[config.mk]
export PLATFORM = sky130hd
export DESIGN_NAME = mpic_ack_ctrl
export DESIGN_NICKNAME = d
export VERILOG_FILES = /design/src/rtl/mpic_pkg.sv /design/src/rtl/mpic_decode.sv /design/src/rtl/mpic_core.sv /design/src/rtl/mpic_ack_ctrl.sv
export SDC_FILE = /design/constraint.sdc
export NUM_CORES = 1
export LEC_CHECK = 0
export ABC_AREA = 1
export CAP_MARGIN = 20
export CORE_MARGIN = 8
export CORE_UTILIZATION = 40
export DETAILED_ROUTE_END_ITERATION = 6
export DONT_BUFFER_PORTS = 1
export SLEW_MARGIN = 5
export SYNTH_ARGS = -nofsm -noshare
export SYNTH_HDL_FRONTEND = slang
export SYNTH_HIERARCHICAL = 1
export SYNTH_SLANG_ARGS = --single-unit
[constraint.sdc]
create_clock -name clk -period 2.6 [get_ports clk]
set_clock_uncertainty 0.05 [all_clocks]
set_input_delay 0.13 -clock clk [delete_from_list [all_inputs] [get_ports clk]]
set_output_delay 0.13 -clock clk [all_outputs]
set_load 0.01 [all_outputs]
[src/rtl/mpic_pkg.sv]
package mpic_pkg;
  localparam int MAX_CPU = 4;
  localparam int ID_W    = 10;
  localparam int NONE_ID = 1023;

  // strobes from bus decode to storage / selection datapath
  typedef struct packed {
    logic               setEn;
    logic               clrEn;
    logic               setMask;
    logic               clrMask;
    logic               wrRoute;
    logic               rdAny;
    logic               rdCtl;
    logic               rdAck;
    logic               rdRoute;
    logic [ID_W-1:0]    idx;
    logic [1:0]         cpu;
    logic [MAX_CPU-1:0] routeData;
  } strobe_t;
endpackage

[src/rtl/mpic_decode.sv]
module mpic_decode
  import mpic_pkg::*;
#(
  parameter int NUM_SRC = 32,
  parameter int NUM_CPU = 4,
  parameter int ADDR_W  = 12
) (
  input  logic              busWe,
  input  logic              busRe,
  input  logic              busPerCpu,
  input  logic [1:0]        busCpu,
  input  logic [ADDR_W-1:0] busAddr,
  input  logic [31:0]       busWdata,
  output strobe_t           strobe
);
  localparam logic [ADDR_W-1:0] OFF_CTL    = ADDR_W'('h000);
  localparam logic [ADDR_W-1:0] OFF_SETEN  = ADDR_W'('h030);
  localparam logic [ADDR_W-1:0] OFF_CLREN  = ADDR_W'('h034);
  localparam logic [ADDR_W-1:0] OFF_ACK    = ADDR_W'('h044);
  localparam logic [ADDR_W-1:0] OFF_SETMSK = ADDR_W'('h048);
  localparam logic [ADDR_W-1:0] OFF_CLRMSK = ADDR_W'('h04C);
  localparam logic [ADDR_W-1:0] OFF_ROUTE  = ADDR_W'('h100);
  localparam int ROUTE_END = 'h100 + 4 * NUM_SRC;

  logic idxOk;
  logic cpuOk;
  logic routeHit;
  logic [ADDR_W-1:0] routeOff;
  logic unusedWdata;

  assign idxOk    = int'(busWdata[ID_W-1:0]) < NUM_SRC;
  assign cpuOk    = int'(busCpu) < NUM_CPU;
  assign routeOff = busAddr - OFF_ROUTE;
  assign routeHit = !busPerCpu && (busAddr >= OFF_ROUTE) &&
                    (int'(busAddr) < ROUTE_END) && (busAddr[1:0] == 2'b00);
  assign unusedWdata = ^busWdata[31:ID_W];

  always_comb begin
    strobe           = '0;
    strobe.cpu       = busCpu;
    strobe.routeData = busWdata[MAX_CPU-1:0];
    strobe.idx       = routeHit ? ID_W'(routeOff >> 2) : busWdata[ID_W-1:0];
    if (busWe) begin
      if (!busPerCpu) begin
        strobe.setEn   = (busAddr == OFF_SETEN) && idxOk;
        strobe.clrEn   = (busAddr == OFF_CLREN) && idxOk;
        strobe.wrRoute = routeHit;
      end else begin
        strobe.setMask = (busAddr == OFF_SETMSK) && idxOk && cpuOk;
        strobe.clrMask = (busAddr == OFF_CLRMSK) && idxOk && cpuOk;
      end
    end
    if (busRe) begin
      strobe.rdAny = 1'b1;
      if (!busPerCpu) begin
        strobe.rdCtl   = (busAddr == OFF_CTL);
        strobe.rdRoute = routeHit;
      end else begin
        strobe.rdAck   = (busAddr == OFF_ACK) && cpuOk;
      end
    end
  end
endmodule

[src/rtl/mpic_core.sv]
module mpic_core
  import mpic_pkg::*;
#(
  parameter int NUM_SRC  = 32,
  parameter int NUM_CPU  = 4,
  parameter int IPI_ID   = 0,
  parameter int MSI_ID   = 1,
  parameter int TIMER_ID = 5
) (
  input  logic               clk,
  input  logic               rstN,
  input  strobe_t            strobe,
  input  logic [NUM_SRC-1:0] srcLevel,
  input  logic [NUM_CPU-1:0] ipiSum,
  input  logic [NUM_CPU-1:0] msiSum,
  input  logic [NUM_CPU-1:0] timerLevel,
  output logic [NUM_CPU-1:0] cpuIrq,
  output logic [31:0]        rdData,
  output logic               rdValid
);
  logic               enableQ [NUM_SRC];
  logic [NUM_SRC-1:0] maskQ   [NUM_CPU];
  logic [NUM_CPU-1:0] routeQ  [NUM_SRC];
  logic [NUM_SRC-1:0] pend    [NUM_CPU];
  logic [ID_W-1:0]    ackId   [NUM_CPU];
  logic [31:0]        rdNext;
  logic               unusedSrc;

  assign unusedSrc = ^{srcLevel[IPI_ID], srcLevel[MSI_ID], srcLevel[TIMER_ID]};

  // global enables and route words
  genvar gi, gc;
  generate
    for (gi = 0; gi < NUM_SRC; gi++) begin : g_src
      always_ff @(posedge clk or negedge rstN) begin
        if (!rstN) begin
          enableQ[gi] <= 1'b0;
          routeQ[gi]  <= '0;
        end else if (strobe.idx == ID_W'(gi)) begin
          if (strobe.setEn)   enableQ[gi] <= 1'b1;
          if (strobe.clrEn)   enableQ[gi] <= 1'b0;
          if (strobe.wrRoute) routeQ[gi]  <= strobe.routeData[NUM_CPU-1:0];
        end
      end
    end

    for (gc = 0; gc < NUM_CPU; gc++) begin : g_cpu
      // per-processor mask, one bit per source
      always_ff @(posedge clk or negedge rstN) begin
        if (!rstN) begin
          maskQ[gc] <= '1;
        end else if (strobe.cpu == 2'(gc)) begin
          for (int i = 0; i < NUM_SRC; i++) begin
            if (strobe.idx == ID_W'(i)) begin
              if (strobe.setMask) maskQ[gc][i] <= 1'b1;
              if (strobe.clrMask) maskQ[gc][i] <= 1'b0;
            end
          end
        end
      end

      for (gi = 0; gi < NUM_SRC; gi++) begin : g_pend
        if (gi == IPI_ID) begin : g_ipi
          assign pend[gc][gi] = ipiSum[gc] & ~maskQ[gc][gi];
        end else if (gi == MSI_ID) begin : g_msi
          assign pend[gc][gi] = msiSum[gc] & ~maskQ[gc][gi];
        end else if (gi == TIMER_ID) begin : g_tmr
          assign pend[gc][gi] = timerLevel[gc] & ~maskQ[gc][gi];
        end else begin : g_ord
          assign pend[gc][gi] = srcLevel[gi] & enableQ[gi] &
                                routeQ[gi][gc] & ~maskQ[gc][gi];
        end
      end

      // lowest pending number wins
      always_comb begin
        ackId[gc] = ID_W'(NONE_ID);
        for (int i = NUM_SRC - 1; i >= 0; i--) begin
          if (pend[gc][i]) ackId[gc] = ID_W'(i);
        end
      end

      assign cpuIrq[gc] = |pend[gc];
    end
  endgenerate

  always_comb begin
    rdNext = '0;
    if (strobe.rdCtl) rdNext[ID_W+1:2] = ID_W'(NUM_SRC);
    if (strobe.rdRoute) begin
      for (int i = 0; i < NUM_SRC; i++) begin
        if (strobe.idx == ID_W'(i)) rdNext[NUM_CPU-1:0] = routeQ[i];
      end
    end
    if (strobe.rdAck) begin
      for (int c = 0; c < NUM_CPU; c++) begin
        if (strobe.cpu == 2'(c)) rdNext[ID_W-1:0] = ackId[c];
      end
    end
  end

  always_ff @(posedge clk or negedge rstN) begin
    if (!rstN) begin
      rdData  <= '0;
      rdValid <= 1'b0;
    end else begin
      rdValid <= strobe.rdAny;
      if (strobe.rdAny) rdData <= rdNext;
    end
  end
endmodule

[src/rtl/mpic_ack_ctrl.sv]
module mpic_ack_ctrl
  import mpic_pkg::*;
#(
  parameter int NUM_SRC = 32,
  parameter int NUM_CPU = 4,
  parameter int ADDR_W  = 12
) (
  input  logic               clk,
  input  logic               rstN,
  input  logic               busWe,
  input  logic               busRe,
  input  logic               busPerCpu,
  input  logic [1:0]         busCpu,
  input  logic [ADDR_W-1:0]  busAddr,
  input  logic [31:0]        busWdata,
  output logic [31:0]        busRdata,
  output logic               busRvalid,
  input  logic [NUM_SRC-1:0] srcLevel,
  input  logic [NUM_CPU-1:0] ipiSum,
  input  logic [NUM_CPU-1:0] msiSum,
  input  logic [NUM_CPU-1:0] timerLevel,
  output logic [NUM_CPU-1:0] cpuIrq
);
  strobe_t strobe;

  mpic_decode #(.NUM_SRC(NUM_SRC), .NUM_CPU(NUM_CPU), .ADDR_W(ADDR_W)) u_decode (
    .busWe(busWe), .busRe(busRe), .busPerCpu(busPerCpu), .busCpu(busCpu),
    .busAddr(busAddr), .busWdata(busWdata), .strobe(strobe)
  );

  mpic_core #(.NUM_SRC(NUM_SRC), .NUM_CPU(NUM_CPU)) u_core (
    .clk(clk), .rstN(rstN), .strobe(strobe), .srcLevel(srcLevel),
    .ipiSum(ipiSum), .msiSum(msiSum), .timerLevel(timerLevel),
    .cpuIrq(cpuIrq), .rdData(busRdata), .rdValid(busRvalid)
  );
endmodule

---- Word level (Yosys, flattened, before mapping) ----
Index checks and enable logic that the tools add are counted.
storage, ports and cells
  bits of input ports ..................... 95
  bits in registers ....................... 298
cells by class
  bitwise gates (word level) .............. 401
  order comparisons ....................... 3
  reductions and logical operators ........ 207
  multiplexer cells ....................... 179
  add/sub/neg operators ................... 1
  equal/unequal tests ..................... 39
operators by type and width
  operator                                                                               count
  10-bit two-way mux                                                                     134
  3-bit AND reduction                                                                    128
  1-bit bitwise AND                                                                      273
  10-bit by 5-bit equality test with 1-bit output (second input constant)                16
  4-bit two-way mux                                                                      34
  1-bit inverter                                                                         128
  32-bit OR reduction                                                                    4
  2-bit AND reduction                                                                    61
  10-bit by 4-bit equality test with 1-bit output (second input constant)                8
  10-bit by 3-bit equality test with 1-bit output (second input constant)                4
  12-bit by 7-bit equality test with 1-bit output (second input constant)                3
  12-bit by 6-bit equality test with 1-bit output (second input constant)                2
  10-bit by 2-bit equality test with 1-bit output (second input constant)                2
  12-bit by 9-bit greater-or-equal comparator with 1-bit output (second input constant)  1
  12-bit zero test                                                                       1
  12-bit by 9-bit < comparator with 1-bit output (second input constant)                 1
  12-bit by 9-bit subtractor with 12-bit output (second input constant)                  1
  10-bit by 1-bit equality test with 1-bit output (second input constant)                1
  10-bit zero test                                                                       1
  10-bit by 6-bit < comparator with 1-bit output (second input constant)                 1
  1-bit logical AND                                                                      7
  1-bit two-way mux                                                                      7
  6-bit two-way mux                                                                      1
  5-bit two-way mux                                                                      1
  other kinds (6)                                                                        10

---- Logic depth before layout (Yosys ltp) ----
  depth in word-level cells ............... 45
  gate-level depth with buffers ........... 42

---- By module ----
The synthesis kept the hierarchy.
modules (own cells, without submodules)
  module       cells an instance  times used  area each (um2)
  mpic_core    2245               1           16055.4
  mpic_decode  91                 1           619.3

---- Least setup slack after synthesis ----
OpenSTA, ideal clock, no wires.
  kind .................................... in2reg
  start point ............................. in busAddr[8]
  end point ............................... reg u_core.rdData[0]
  data arrival time ....................... 3036 ps
  stages on the path ...................... 37
  required time ........................... 2421 ps
  path buffers ............................ 1
  slack ................................... -615 ps
  cells stage by stage .................... inv_1 -> ha_1 -> nor2_2 -> nor2_4 -> nor2_8 -> nand2_4 -> buf_12 -> nand2_4 -> nand2_2 -> nor2_4 -> nand3_4 -> nor2_2 -> inv_2 -> o21ai_0 -> inv_2 -> nand2_1 -> nand2_1 -> nand2_1 -> nand3_1 -> nor2_1 -> nand3b_1 -> nand2_1 -> nand3_1 -> nand2_1 -> nand2_1 -> nand2_1 -> nand3_1 -> nand2_1 -> nand3_1 -> nand2_1 -> nand2_1 -> nand2_1 -> nand2_1 -> nand2_1 -> nand2_1 -> nand2_1 -> nand3_1
RTL lines
  item                  line                 RTL
  start, declared       mpic_ack_ctrl.sv:14  input logic [ADDR_W-1:0] busAddr,
  end signal, assigned  mpic_core.sv:108     if (strobe.rdAny) rdData <= rdNext;
  end, declared         mpic_core.sv:18      output logic [31:0] rdData,

==> results.toml <==
[layout]
multi_input_area_mm2 = 0.008085
finalNetCount = 2682
layout_commonest_cell = "nand2_1"
final_cell_mix = "nand2_1 (864), o21ai_0 (325), buf_4 (256)"
final-seq-area_mm2 = 0.007492
syn_to_final_growth_pct = 24.65
drive_gt1_share_pct = 23.38
fillers = 4177

[global_routing]
overflow = 0
grt_pass1_vias = 16109
antenna_found_initial = 2
grt_pass1_wl_um = 94990
grt_max_degree = 294
track_usage_pct = 25.78

[clock_network]
worstSkewPairLatency_ns = 0.56
clockBufferDepth = 3
path_clk_slew_ns = 0.06
numClockSinks = 293
cts_max_level = 2
cts_tree = "yes"
cts_root_buf = "clkbuf_16"
postCtsHoldBufs = 11
cts_made_buffers = 37

[worst_setup_path]
critical_path_class = "primary input to flop"
ff2ff_path_depth = 35
start_kind = "primary input"
end_kind = "flop"
path_max_fanout = 8
cpMostUsedCell = "nand2_1"
worstPathArrival_ns = 3.56
cpPeakStageDelay_ns = 0.22
cp_slowest_cell = "o21bai_1"
cp_data_required_time_ns = 2.98

[timing]
drv_slew = 0
final.min_clock_period_ns = 3.188
tns_ns = -1.810
fin_crit_sh_pct = 122.6
worst-slew-pin-transition_ns = 0.8365
final-setup-viol-count = 4
rsz0062_at_grt = "yes"
whs_ns = -0.7789
slew_headroom_pct = 44.17
setup_ws_ns = -0.5882
max_freq_ghz = 0.3137
final_hold_viol_count = 293

[pwr]
switching_share_pct = 23.41
p_sw_w = 0.002397
leakage_nw = 9.133
powerDensity_mw_per_mm2 = 492.6
pwr-share-seq_pct = 44.7
p_int_w = 0.007843
pwr-share-comb_pct = 4.3
ir_drop_uv = 369.4
total_power_w = 0.01024
pwr-share-clk_pct = 51.0

[synthesis]
ys.flop_type = "dfrtp_1"
yosys.area_share.xor_xnor_pct = 0.05252
synth.avg_cell_area_um2 = 7.138
synth_compound_area_share_pct = 11.77
synth_cell_types = 49
ys_seq_area_share_pct = 44.93
synth_edf_count = 0
synth_top_family_by_area = "simple AND/OR/NAND/NOR gates"
synthCells = 2336
synthAdderAreaFrac_pct = 0.2251
synth_mux_area_share_pct = 0.1801
async_flop_share_pct = 100.0
synthesis.area_mm2 = 0.01667
yosys_warnings = 6
synth-simple-area-share_pct = 33.71
synth_seq_cells = 293

[die]
core_area_mm2 = 0.04157
die_area_mm2 = 0.04848
rows = 75
die_h_um = 220.2
ios = 132
start_util_pct = 40.11
die_w_um = 220.2

[status]
violations = "hold timing, setup timing"
status = "finished with violations"

[detailed_routing]
via_per_inst = 5.209
post_drt_wl_per_cell_um = 19.80
routed_wirelength_um = 62440
ant_nets = 0
num_vias = 16429
drt_iter0_drc = 1494
post-route-drc-count = 0
firstDrtPassIters = 5

[placed_design]
post-place-ws_ns = -1.206
dp_hpwl_um = 44720
port_buffers = 0
gp_congestion = 0.9557

[job]
drv_cap = 0

[worst_hold_path]
hold_path.class = "primary input to async pin"
## synthesized netlist by cell type, types with 8 or more instances
| library cell | instances | area [µm²] |
|---|---|---|
| nand2_1 | 884 | 3318 |
| o21ai_0 | 328 | 1642 |
| inv_1 | 248 | 930.9 |
| dfrtp_1 | 165 | 4129 |
| dfstp_2 | 128 | 3363 |
| nor2_1 | 128 | 480.5 |
| nor3_1 | 78 | 390.4 |
| clkbuf_1 | 59 | 221.5 |
| nand3b_1 | 53 | 397.9 |
| nand3_1 | 43 | 215.2 |
| buf_4 | 32 | 240.2 |
| nor4_1 | 30 | 187.7 |
| inv_2 | 22 | 82.58 |
| nand4_1 | 21 | 131.4 |
| a21oi_1 | 16 | 80.08 |
| nor2_4 | 12 | 135.1 |
| nand2_2 | 10 | 62.56 |
| nor2_2 | 10 | 62.56 |
| nand2_4 | 9 | 101.4 |
| a31oi_1 | 8 | 50.05 |
## power by group through the flow
stage          clock, W  combinational, W  sequential [W]
2_1_floorplan         0          0.000235         0.00465
3_3_place_gp          0          0.000392         0.00465
3_5_place_dp          0          0.000394         0.00465
4_1_cts         0.00532          0.000424         0.00457
5_1_grt         0.00549          0.000459         0.00457
6_report        0.00522          0.000441         0.00457
## sequential cells by signal, indices dropped and copies added (netlist names)
register	cells
u_core/rdValid	1
u_core/rdData	7
u_core/routeQ	128
u_core/maskQ	128
u_core/enableQ	29
## per-layer routing
metal	track usage (%)	routed length [µm]	up-vias
met3	4.101	4248	119
li1	-	-	7915
met4	9.176	2225	0
met1	34.14	27120	7843
met5	0	0	-
met2	42.44	28840	552
## final timing paths
kind,from,to,slack [ns]
max in group asynchronous,rstN,u_core/routeQ[116]$_DFFE_PN0P_,2.65
worst max-delay path,busAddr[8],u_core/rdData[1]$_DFFE_PN0P_,-0.59
worst min register to register,u_core/enableQ[4]$_DFFE_PN0P_,u_core/enableQ[4]$_DFFE_PN0P_,0.43
worst max register to register,u_core/maskQ[125]$_DFFE_PN1P_,u_core/rdData[0]$_DFFE_PN0P_,-0.53
worst min-delay path,rstN,u_core/enableQ[6]$_DFFE_PN0P_,-0.78
min in group clk,ipiSum[2],u_core/rdData[0]$_DFFE_PN0P_,0.01
## cell type report
| cell class | count | share of cell area, % |
|---|---|---|
| antenna | 2 | 0.02408 |
| clock buffer | 61 | 5.574 |
| clock inverter | 7 | 0.3431 |
| inverter | 271 | 4.912 |
| multi-input combinational | 1698 | 38.90 |
| sequential | 293 | 36.05 |
| tap | 539 | 3.245 |
| timing repair buffer | 283 | 10.96 |
## worst max-delay path, delay by kind of cell
kind | cells | cell delay, ns
fa+ha+maj | 1 | 0.19
compound gates | 1 | 0.22
buf+inv | 2 | 0.23
simple gates | 31 | 2.76
## through the flow
stage / util [%] / instances / area, µm²
after floorplan: - / 2357 / 16790
after global placement: 45.61 / 3055 / 18960
after detailed placement: 45.65 / 3056 / 18980
after CTS: 49.55 / 3147 / 20600
after global routing: 49.99 / 3153 / 20780
final: 50.00 / 3154 / 20780
## logic make-up (layout without fill, tap and decap cells)
family | Yosys count | in the layout
flip-flops | 293 | 293
buffers and inverters | 366 | 622
other | 1 | 24
XOR/XNOR | 1 | 1
AO/OA/AOI/OAI | 377 | 377
adder cells (fa/ha/maj) | 3 | 3
multiplexers | 3 | 3
AND/OR/NAND/NOR | 1292 | 1292
## repair_timing
item | CTS | global route
buffers inserted | 11 | 6
endpoints found under the hold margin | 302 | 293
endpoints found under the setup margin | 7 | 16
pin swaps | 14 | 20
gates resized for setup | 47 | 48
cloned | 1 | 0
(Power assumes the default switching activity.)
